===== src/rtl/wdog_pkg.sv =====
`timescale 1ns/1ps
package wdog_pkg;
    // control field positions (decoded by software, so fixed)
    localparam int CTRL_RST_BIT = 0;
    localparam int CTRL_IRQ_BIT = 2;
    localparam int CTRL_SEL_LO  = 3;
    localparam int CTRL_EN_BIT  = 5;
    localparam int CTRL_PRE_LO  = 8;

    // register byte offsets
    localparam int OFS_CTRL   = 'h0;
    localparam int OFS_RELOAD = 'h4;
    localparam int OFS_COUNT  = 'h8;

    typedef enum logic [1:0] {
        SEL_CTRL   = 2'd0,
        SEL_RELOAD = 2'd1,
        SEL_COUNT  = 2'd2,
        SEL_NONE   = 2'd3
    } reg_sel_e;
endpackage


===== src/rtl/wdog_tick_gen.sv =====
`timescale 1ns/1ps
module wdog_tick_gen #(
    parameter int PRE_W         = 8,
    parameter int SEL_W         = 2,
    parameter int BASE_DIV_LOG2 = 4
) (
    input  logic             clk,
    input  logic             rst_n,
    input  logic             run,
    input  logic [PRE_W-1:0] pre_val,
    input  logic [SEL_W-1:0] div_sel,
    output logic             tick
);
    localparam int DIV_W = BASE_DIV_LOG2 + (1 << SEL_W) - 1;

    typedef struct packed {
        logic [PRE_W-1:0] pre;
        logic [DIV_W-1:0] div;
    } tick_st_t;

    tick_st_t st_d, st_q;
    logic [DIV_W-1:0] div_last;
    logic pre_wrap, div_wrap;

    always_comb begin
        div_last = {DIV_W{1'b1}} >> (DIV_W - BASE_DIV_LOG2 - int'(div_sel));
        pre_wrap = st_q.pre >= pre_val;
        div_wrap = st_q.div >= div_last;
        tick     = run && pre_wrap && div_wrap;
        st_d     = st_q;
        if (!run) begin
            st_d = '0;
        end else if (pre_wrap) begin
            st_d.pre = '0;
            st_d.div = div_wrap ? '0 : st_q.div + 1'b1;
        end else begin
            st_d.pre = st_q.pre + 1'b1;
        end
    end

    always_ff @(posedge clk or negedge rst_n) begin
        if (!rst_n) st_q <= '0;
        else        st_q <= st_d;
    end
endmodule


===== src/rtl/wdog_rst_hold.sv =====
`timescale 1ns/1ps
module wdog_rst_hold #(
    parameter int HOLD = 128
) (
    input  logic clk,
    input  logic rst_n,
    input  logic fire,
    output logic active
);
    localparam int HW = $clog2(HOLD + 1);

    logic [HW-1:0] hold_d, hold_q;

    always_comb begin
        hold_d = hold_q;
        if (fire)             hold_d = HW'(HOLD);
        else if (hold_q != 0) hold_d = hold_q - 1'b1;
        active = hold_q != 0;
    end

    always_ff @(posedge clk or negedge rst_n) begin
        if (!rst_n) hold_q <= '0;
        else        hold_q <= hold_d;
    end
endmodule


===== src/rtl/wdog_timer.sv =====
`timescale 1ns/1ps
module wdog_timer
    import wdog_pkg::*;
#(
    parameter int ADDR_W        = 4,
    parameter int DATA_W        = 32,
    parameter int CNT_W         = 16,
    parameter int PRE_W         = 8,
    parameter int SEL_W         = 2,
    parameter int BASE_DIV_LOG2 = 4,
    parameter int RST_HOLD      = 128,
    parameter logic [DATA_W-1:0] CTRL_RESET = 'h8021,
    parameter logic [CNT_W-1:0]  CNT_RESET  = 'h8000
) (
    input  logic              clk,
    input  logic              rst_n,
    input  logic [ADDR_W-1:0] bus_addr,
    input  logic              bus_we,
    input  logic [DATA_W-1:0] bus_wdata,
    output logic [DATA_W-1:0] bus_rdata,
    output logic              irq_pulse,
    output logic              rst_req
);
    localparam logic [DATA_W-1:0] CTRL_MASK = DATA_W'(
        (((1 << PRE_W) - 1) << CTRL_PRE_LO) |
        (((1 << SEL_W) - 1) << CTRL_SEL_LO) |
        (1 << CTRL_EN_BIT) | (1 << CTRL_IRQ_BIT) | (1 << CTRL_RST_BIT));

    typedef struct packed {
        logic [DATA_W-1:0] ctrl;
        logic [CNT_W-1:0]  reload;
        logic [CNT_W-1:0]  cnt;
        logic              irq;
    } regs_t;

    regs_t    st_d, st_q;
    reg_sel_e sel;
    logic     tick, expire, fire;
    logic     wr_ctrl, wr_reload, wr_cnt;

    always_comb begin
        if (bus_addr == ADDR_W'(OFS_CTRL))        sel = SEL_CTRL;
        else if (bus_addr == ADDR_W'(OFS_RELOAD)) sel = SEL_RELOAD;
        else if (bus_addr == ADDR_W'(OFS_COUNT))  sel = SEL_COUNT;
        else                                      sel = SEL_NONE;
    end

    wdog_tick_gen #(
        .PRE_W(PRE_W), .SEL_W(SEL_W), .BASE_DIV_LOG2(BASE_DIV_LOG2)
    ) u_tick (
        .clk    (clk),
        .rst_n  (rst_n),
        .run    (st_q.ctrl[CTRL_EN_BIT]),
        .pre_val(st_q.ctrl[CTRL_PRE_LO +: PRE_W]),
        .div_sel(st_q.ctrl[CTRL_SEL_LO +: SEL_W]),
        .tick   (tick)
    );

    always_comb begin
        wr_ctrl   = bus_we && (sel == SEL_CTRL);
        wr_reload = bus_we && (sel == SEL_RELOAD);
        wr_cnt    = bus_we && (sel == SEL_COUNT);
        expire    = tick && !wr_cnt && (st_q.cnt == CNT_W'(1));
        fire      = expire && st_q.ctrl[CTRL_RST_BIT];

        st_d     = st_q;
        st_d.irq = expire && st_q.ctrl[CTRL_IRQ_BIT];
        if (wr_ctrl)   st_d.ctrl   = bus_wdata & CTRL_MASK;
        if (wr_reload) st_d.reload = bus_wdata[CNT_W-1:0];
        if (wr_cnt) begin
            st_d.cnt = bus_wdata[CNT_W-1:0];
        end else if (tick) begin
            st_d.cnt = (st_q.cnt == '0) ? st_q.reload : st_q.cnt - 1'b1;
        end
    end

    always_ff @(posedge clk or negedge rst_n) begin
        if (!rst_n) begin
            st_q <= '{ctrl: CTRL_RESET, reload: CNT_RESET, cnt: CNT_RESET, irq: 1'b0};
        end else begin
            st_q <= st_d;
        end
    end

    wdog_rst_hold #(.HOLD(RST_HOLD)) u_hold (
        .clk   (clk),
        .rst_n (rst_n),
        .fire  (fire),
        .active(rst_req)
    );

    always_comb begin
        case (sel)
            SEL_CTRL:   bus_rdata = st_q.ctrl;
            SEL_RELOAD: bus_rdata = DATA_W'(st_q.reload);
            SEL_COUNT:  bus_rdata = DATA_W'(st_q.cnt);
            default:    bus_rdata = '0;
        endcase
    end

    assign irq_pulse = st_q.irq;
endmodule


===== config.mk =====
export PLATFORM = sky130hd
export DESIGN_NAME = wdog_timer
export DESIGN_NICKNAME = d
export VERILOG_FILES = /design/src/rtl/wdog_pkg.sv /design/src/rtl/wdog_tick_gen.sv /design/src/rtl/wdog_rst_hold.sv /design/src/rtl/wdog_timer.sv
export SDC_FILE = /design/constraint.sdc
export NUM_CORES = 1
export LEC_CHECK = 0
export ABC_AREA = 1
export BUFFER_PORTS_ARGS = -buffer_cell sky130_fd_sc_hd__buf_2
export CAP_MARGIN = 10
export CORE_UTILIZATION = 57
export CTS_CLUSTER_SIZE = 14
export DETAILED_ROUTE_END_ITERATION = 16
export HOLD_SLACK_MARGIN = 0.08
export PLACE_DENSITY_LB_ADDON = 0.15
export SLEW_MARGIN = 20
export SYNTH_ARGS = -nofsm -noshare
export SYNTH_HDL_FRONTEND = slang
export SYNTH_SLANG_ARGS = --single-unit

===== constraint.sdc =====
create_clock -name clk -period 2.8 [get_ports clk]
set_input_delay 0.84 -clock clk [delete_from_list [all_inputs] [get_ports clk]]
set_output_delay 0.84 -clock clk [all_outputs]
set_load 0.05 [all_outputs]

==> results of run 1 <==
[layout by cell type, fill, tap and decap left out, types with 5 or more instances in the layout]
cell type	instances
buf_2	29
nand2_2	6
inv_1	76
nor2_2	5
xor2_1	11
buf_4	19
clkbuf_8	9
o21ai_1	10
nand2_1	175
a21oi_1	22
o21ai_0	39
dfstp_2	5
nand3_1	33
ha_1	16
conb_1	16
o211ai_1	5
nor2_1	47
dfrtp_1	64
[state kept, by name, indices dropped and copies added (netlist names)]
name,cells
st_q,45
irq_pulse,1
u_tick.st_q,15
u_hold.hold_q,8
[what timing repair did]
action	in CTS	in global routing
cloned	0	0
hold buffers	0	0
pin swaps	0	3
hold endpoints to repair	0	0
resized for setup	4	19
setup endpoints to repair	4	15
[worst paths after layout]
kind / to / slack [ns] / depth (start not counted)
hold / removal: u_tick.st_q[7]$_DFF_PN0_ / 0.46 / 1
hold reg to reg: u_tick.st_q[7]$_DFF_PN0_ / 0.46 / 1
min in group asynchronous: u_hold.hold_q[4]$_DFFE_PN0P_ / 0.49 / 2
max in group asynchronous: st_q[48]$_DFFE_PN1P_ / 1.82 / 2
setup / recovery: bus_rdata[1] / 0.03 / 7
setup reg to reg: u_tick.st_q[10]$_DFF_PN0_ / 0.64 / 8
[power groups by stage]
stage          clock network, mW  registers (mW)  logic [mW]
2_1_floorplan                  0            1.29       0.711
3_5_place_dp                   0            1.34       0.870
5_1_grt                    0.736            1.35        1.02
6_report                   0.675            1.33       0.882
3_3_place_gp                   0            1.34       0.851
4_1_cts                    0.691            1.32       0.879
[through the flow]
step / std cells / worst slack, ns / TNS (ns) / hold WS (ns)
after floorplan: 603 / -0.2011 / -1.824 / 0.4322
after global placement: 725 / -0.01709 / -0.02387 / 0.4484
after detailed placement: 725 / -0.04526 / -0.07661 / 0.4512
after CTS: 741 / 0.003026 / 0 / 0.4602
after global routing: 741 / -0.01383 / -0.01440 / 0.4765
final: 741 / 0.02800 / 0 / 0.4568
[layout make-up]
| type | count | area share, % |
|---|---|---|
| tap | 99 | 2.570 |
| inverter | 82 | 6.542 |
| timing repair buffer | 54 | 7.243 |
| clock inverter | 3 | 0.3115 |
| clock buffer | 13 | 2.882 |
| sequential | 69 | 35.96 |
| multi-input combinational | 421 | 44.50 |
[per-layer routing]
layer  vias to the layer above  wire length [um]  global-route usage, %
li1                       1936                 -                      -
met1                      1765              4532                  34.27
met2                        93              4937                  49.23
met3                        11               353                  5.504
met4                         0               129                  7.625
met5                         -                 0                      0
[logic make-up after synthesis]
family          count (synthesis)
xor+xnor                       13
flops                          69
other cells                     1
buf+inv                       113
compound gates                 96
simple gates                  280
fa+ha+maj                      16
[critical path: stages]
cell	delay [ns]
buf_2	0.11
nor2_4	0.11
nand3_1	0.07
buf_4	0.20
buf_4	0.16
o22ai_1	0.17
clkbuf_4	0.27
==> impl_metrics.yaml, run 1 <==
worst_setup_path:
  timing.rr.start: "st_q[48]$_DFFE_PN1P_"
  critPathLaunchType: "input port"
  crit_path_end_kind: "output pin"
  cp-startpoint: "bus_addr[1]"
  required_ns: 1.96
  critical_path_arrival_ns: 1.93
  path_max_fanout: 9
  crit_type: "in -> out"
synthesis:
  synth_cell_types: 36
  ys_seq_area_share_pct: 40.63
  synth_area_sq_um: 4265
  async_flop_share_pct: 100.0
  synthMuxAreaShare_pct: 0
  synth_area_leaders: "dfrtp_1 (38%), nand2_1 (16%), inv_1 (6.8%)"
  yosysMostFrequentCell: "nand2_1"
  synthAdderAreaFrac_pct: 4.693
  synth_top_area_cell: "dfrtp_1"
  synth-seq-cells: 69
  synthCells: 588
  synth_xor_area_share_pct: 2.669
  synth_ff_type: "dfrtp_1"
  synth_top_family_by_area: "simple AND/OR/NAND/NOR gates"
  synth-edff-count: 0
  yosys_warnings: 0
  synth-compound-area-share_pct: 12.97
  synth_top_cell_area_share_pct: 37.55
  synth_top_cells_by_count: "nand2_1 (178), inv_1 (77), dfrtp_1 (64), nor2_1 (50), o21ai_0 (41)"
  synth_area_per_cell_sq_um: 7.254
  synth_simple_gate_area_share_pct: 27.16
clock_tree:
  insertion_delay_ns: 0.34
  post_cts_buffers: 0
  cts-root-buf: "clkbuf_8"
  clockBufferDepth: 2
  path_clk_slew_ns: 0.06
  cts_max_level: 3
  cts.sink_count: 69
  cts_inserted_buffers: 9
  tritoncts: "built"
min_path:
  hp-class: "reg -> reg"
  worstHoldStart: "u_tick.st_q[7]$_DFF_PN0_"
placement:
  hpwl_um: 7464
  gp_congestion: 0.8931
  placed_area_sq_um: 4614
  io_buffers: 40
final_layout:
  multi_input_area_sq_um: 2145
  fillers: 651
  finalNetCount: 692
  syn_to_final_growth_pct: 12.99
  seq_area_sq_um: 1733
  diodes: 0
  layout-drive-gt1-share_pct: 15.89
  final_util_pct: 66.45
  fin_area_sq_um: 4820
global_routing:
  grt_pass1_wl_um: 16480
  grt_max_degree: 45
  grtUsageTotal_pct: 27.70
  grt_pass1_vias: 3628
  overflow: 0
  antenna_found_initial: 0
floorplanning:
  core-area_sq_um: 7253
  die-width_um: 88.51
  initial_core_util_pct: 58.81
  rows: 31
  ios: 73
  fp.dieArea_sq_um: 7833
  die_h_um: 88.51
pwr:
  switching_share_pct: 38.53
  p_total_mw: 2.885
  p_sw_mw: 1.112
  power_frac_clock_pct: 23.4
  pwr-share-comb_pct: 30.6
  leakage_nw: 2.452
  pwr-share-seq_pct: 46.0
  cellPowerDensity_nw_per_um2: 598.6
  power.internal_mw: 1.773
  peakVddDrop_mv: 0.3303
detailed_routing:
  drc: 0
  vias: 3805
  drtPass1Iterations: 5
  avgRoutedWirePerCell_um: 13.43
  drt_wl_total_um: 9952
  routed_via_density: 5.135
  drt_iter0_markers: 265
  postRouteAntennaNets: 0
timing:
  fin_crit_sh_pct: 99.00
  max_freq_mhz: 360.8
  relSlewSlack_pct: 63.09
  rsz0062_at_grt: "yes"
  drv_slew: 0
  hold_viol: 0
  fin_crit_ns: 2.772
  fin_skew_ns: 0.01017
  setup-violations-final: 0
  worst_slew_pin_slew_ns: 0.5536
run_status:
  status: "finished clean"
run:
  max-cap-violations: 0
(Power assumes the default switching activity.)
==> run 2, diff against run 1 <==
CORE_UTILIZATION = 59   (was 57)
CTS_BUF_LIST = sky130_fd_sc_hd__clkbuf_4   (was unset)
==> run 2 against run 1 <==
- combinational power barely moved
- setup slack improved by 0.031 ns
- clock skew rose by 0.0098 ns
- via count rose by 2.8%
- sequential share of layout area rose by 0.15 points
- die area fell by 3.3%
- total power fell by 1.0%
- global-route usage rose by 1.4 points
- wire length rose by 0.49%
- flip-flop and latch count did not move
- critical endpoint is now bus_rdata[4]
- largest cell class unchanged
==> impl_metrics.yaml, run 2 (synthesis gave the netlist of run 1 again) <==
global_routing:
  overflow: 0
  grt_pass1_wl_um: 16880
  grt_pass1_vias: 3688
  grtUsageTotal_pct: 29.07
  grt_max_degree: 45
  antenna_found_initial: 0
detailed_routing:
  drc: 0
  drt_iter0_markers: 246
  postRouteAntennaNets: 0
  vias: 3912
  drt_wl_total_um: 10000
  drtPass1Iterations: 5
  routed_via_density: 5.286
  avgRoutedWirePerCell_um: 13.51
worst_setup_path:
  critPathLaunchType: "input port"
  path_max_fanout: 8
  crit_type: "in -> out"
  required_ns: 1.96
  crit_path_end_kind: "output pin"
  critical_path_arrival_ns: 1.90
final_layout:
  fin_area_sq_um: 4800
  diodes: 0
  multi_input_area_sq_um: 2147
  instances_no_fill: 740
  syn_to_final_growth_pct: 12.53
  seq_area_sq_um: 1733
  fillers: 604
  reg_top3: "st_q x45, u_tick.st_q x15, u_hold.hold_q x8"
  largest-register: "st_q"
  layout-drive-gt1-share_pct: 16.77
  layout_common_cells: "nand2_1 (175), inv_1 (76), dfrtp_1 (64)"
  finalNetCount: 694
  largest_reg_flops: 45
  layout_commonest_cell: "nand2_1"
floorplanning:
  die-width_um: 87.03
  rows: 30
  die_h_um: 87.03
  ios: 73
  fp.dieArea_sq_um: 7573
  core-area_sq_um: 6907
  initial_core_util_pct: 61.76
run_status:
  status: "finished clean"
pwr:
  cellPowerDensity_nw_per_um2: 595.0
  peakVddDrop_mv: 0.3289
  leakage_nw: 2.452
placement:
  placed_area_sq_um: 4626
  io_buffers: 40
  gp_congestion: 0.9486
  place_inst: 724
  hpwl_um: 7461
  place_ws_ns: -0.05048
timing:
  fin_crit_ns: 2.741
  relSlewSlack_pct: 58.87
  setup-violations-final: 0
  whs_ns: 0.4076
  drv_slew: 0
  worst_slew_pin_slew_ns: 0.6170
  rsz0062_at_grt: "yes"
  fin_crit_sh_pct: 97.91
  max_freq_mhz: 364.8
  setup_ws_ns: 0.05865
  fin_skew_ns: 0.01996
  hold_viol: 0
  fin_setup_tns_ns: 0
run:
  max-cap-violations: 0
clock_tree:
  cts_inserted_buffers: 9
  cts.sink_count: 69
  clockBufferDepth: 2
  path_clk_slew_ns: 0.12
  cts-root-buf: "clkbuf_4"
  tritoncts: "built"
  cts_max_level: 3
  insertion_delay_ns: 0.43
min_path:
  hp-class: "in -> async"
==> run 2: cell count changes in the layout (fill, tap and decap cells not counted), sizes merged <==
cell and change:
buf +4, clkbuf -4, clkinvlp +1, bufinv +1
==> run 2: report_power, final <==
group | switching (mW) | internal, mW | leakage, nW | total [mW]
combinational | 0.588 | 0.294 | 1.51 | 0.882
sequential | 0.168 | 1.16 | 0.865 | 1.33
clock | 0.359 | 0.287 | 0.0743 | 0.645
total | 1.11 | 1.74 | 2.45 | 2.86
==> run 2: worst paths after layout <==
path                                          start                        to  cells past startpoint  slack, ns
hold / removal                                rst_n      st_q[17]$_DFFE_PN0P_                      1       0.41
hold reg to reg            u_tick.st_q[7]$_DFF_PN0_  u_tick.st_q[7]$_DFF_PN0_                      1       0.47
setup / recovery                        bus_addr[1]              bus_rdata[4]                      7       0.06
min in group clk           u_tick.st_q[7]$_DFF_PN0_  u_tick.st_q[7]$_DFF_PN0_                      1       0.47
setup reg to reg               st_q[48]$_DFFE_PN1P_  u_tick.st_q[9]$_DFF_PN0_                      8       0.64
max in group asynchronous                     rst_n      st_q[38]$_DFFE_PN1P_                      2       1.66
==> run 2: layout make-up <==
class / count / share of cell area (%)
multi-input combinational: 421 / 44.73
sequential: 69 / 36.11
timing repair buffer: 56 / 7.299
inverter: 82 / 6.569
tap: 96 / 2.503
clock buffer: 11 / 1.721
clock inverter: 5 / 1.069
==> run 2: repair_timing <==
action | CTS | global route
pin swaps | 0 | 3
resized for setup | 3 | 15
endpoints found under the setup margin | 3 | 11
cloned | 0 | 0
hold buffers | 0 | 0
setup buffers | 0 | 0
==> run 2: stage by stage <==
step | utilization (%) | power (mW)
floorplan | - | 1.997
global placement | 66.97 | 2.185
detailed placement | 66.97 | 2.215
CTS | 69.02 | 2.853
global route | 69.49 | 3.070
finish | 69.49 | 2.856
==> run 2: worst max-delay path: stages <==
cell,delay (ns)
buf_2,0.11
nor2_4,0.10
nand3_1,0.07
buf_4,0.19
buf_4,0.15
o221ai_2,0.14
buf_2,0.29
==> run 2: per-layer routing <==
layer	global-route usage (%)	share of wire [%]	routed length, um	vias up
li1	-	-	-	1945
met1	38.31	45	4459	1801
met4	12.27	2.3	233	0
met3	5.118	5.9	595	23
met2	47.32	47	4713	143
met5	0	0	0	-
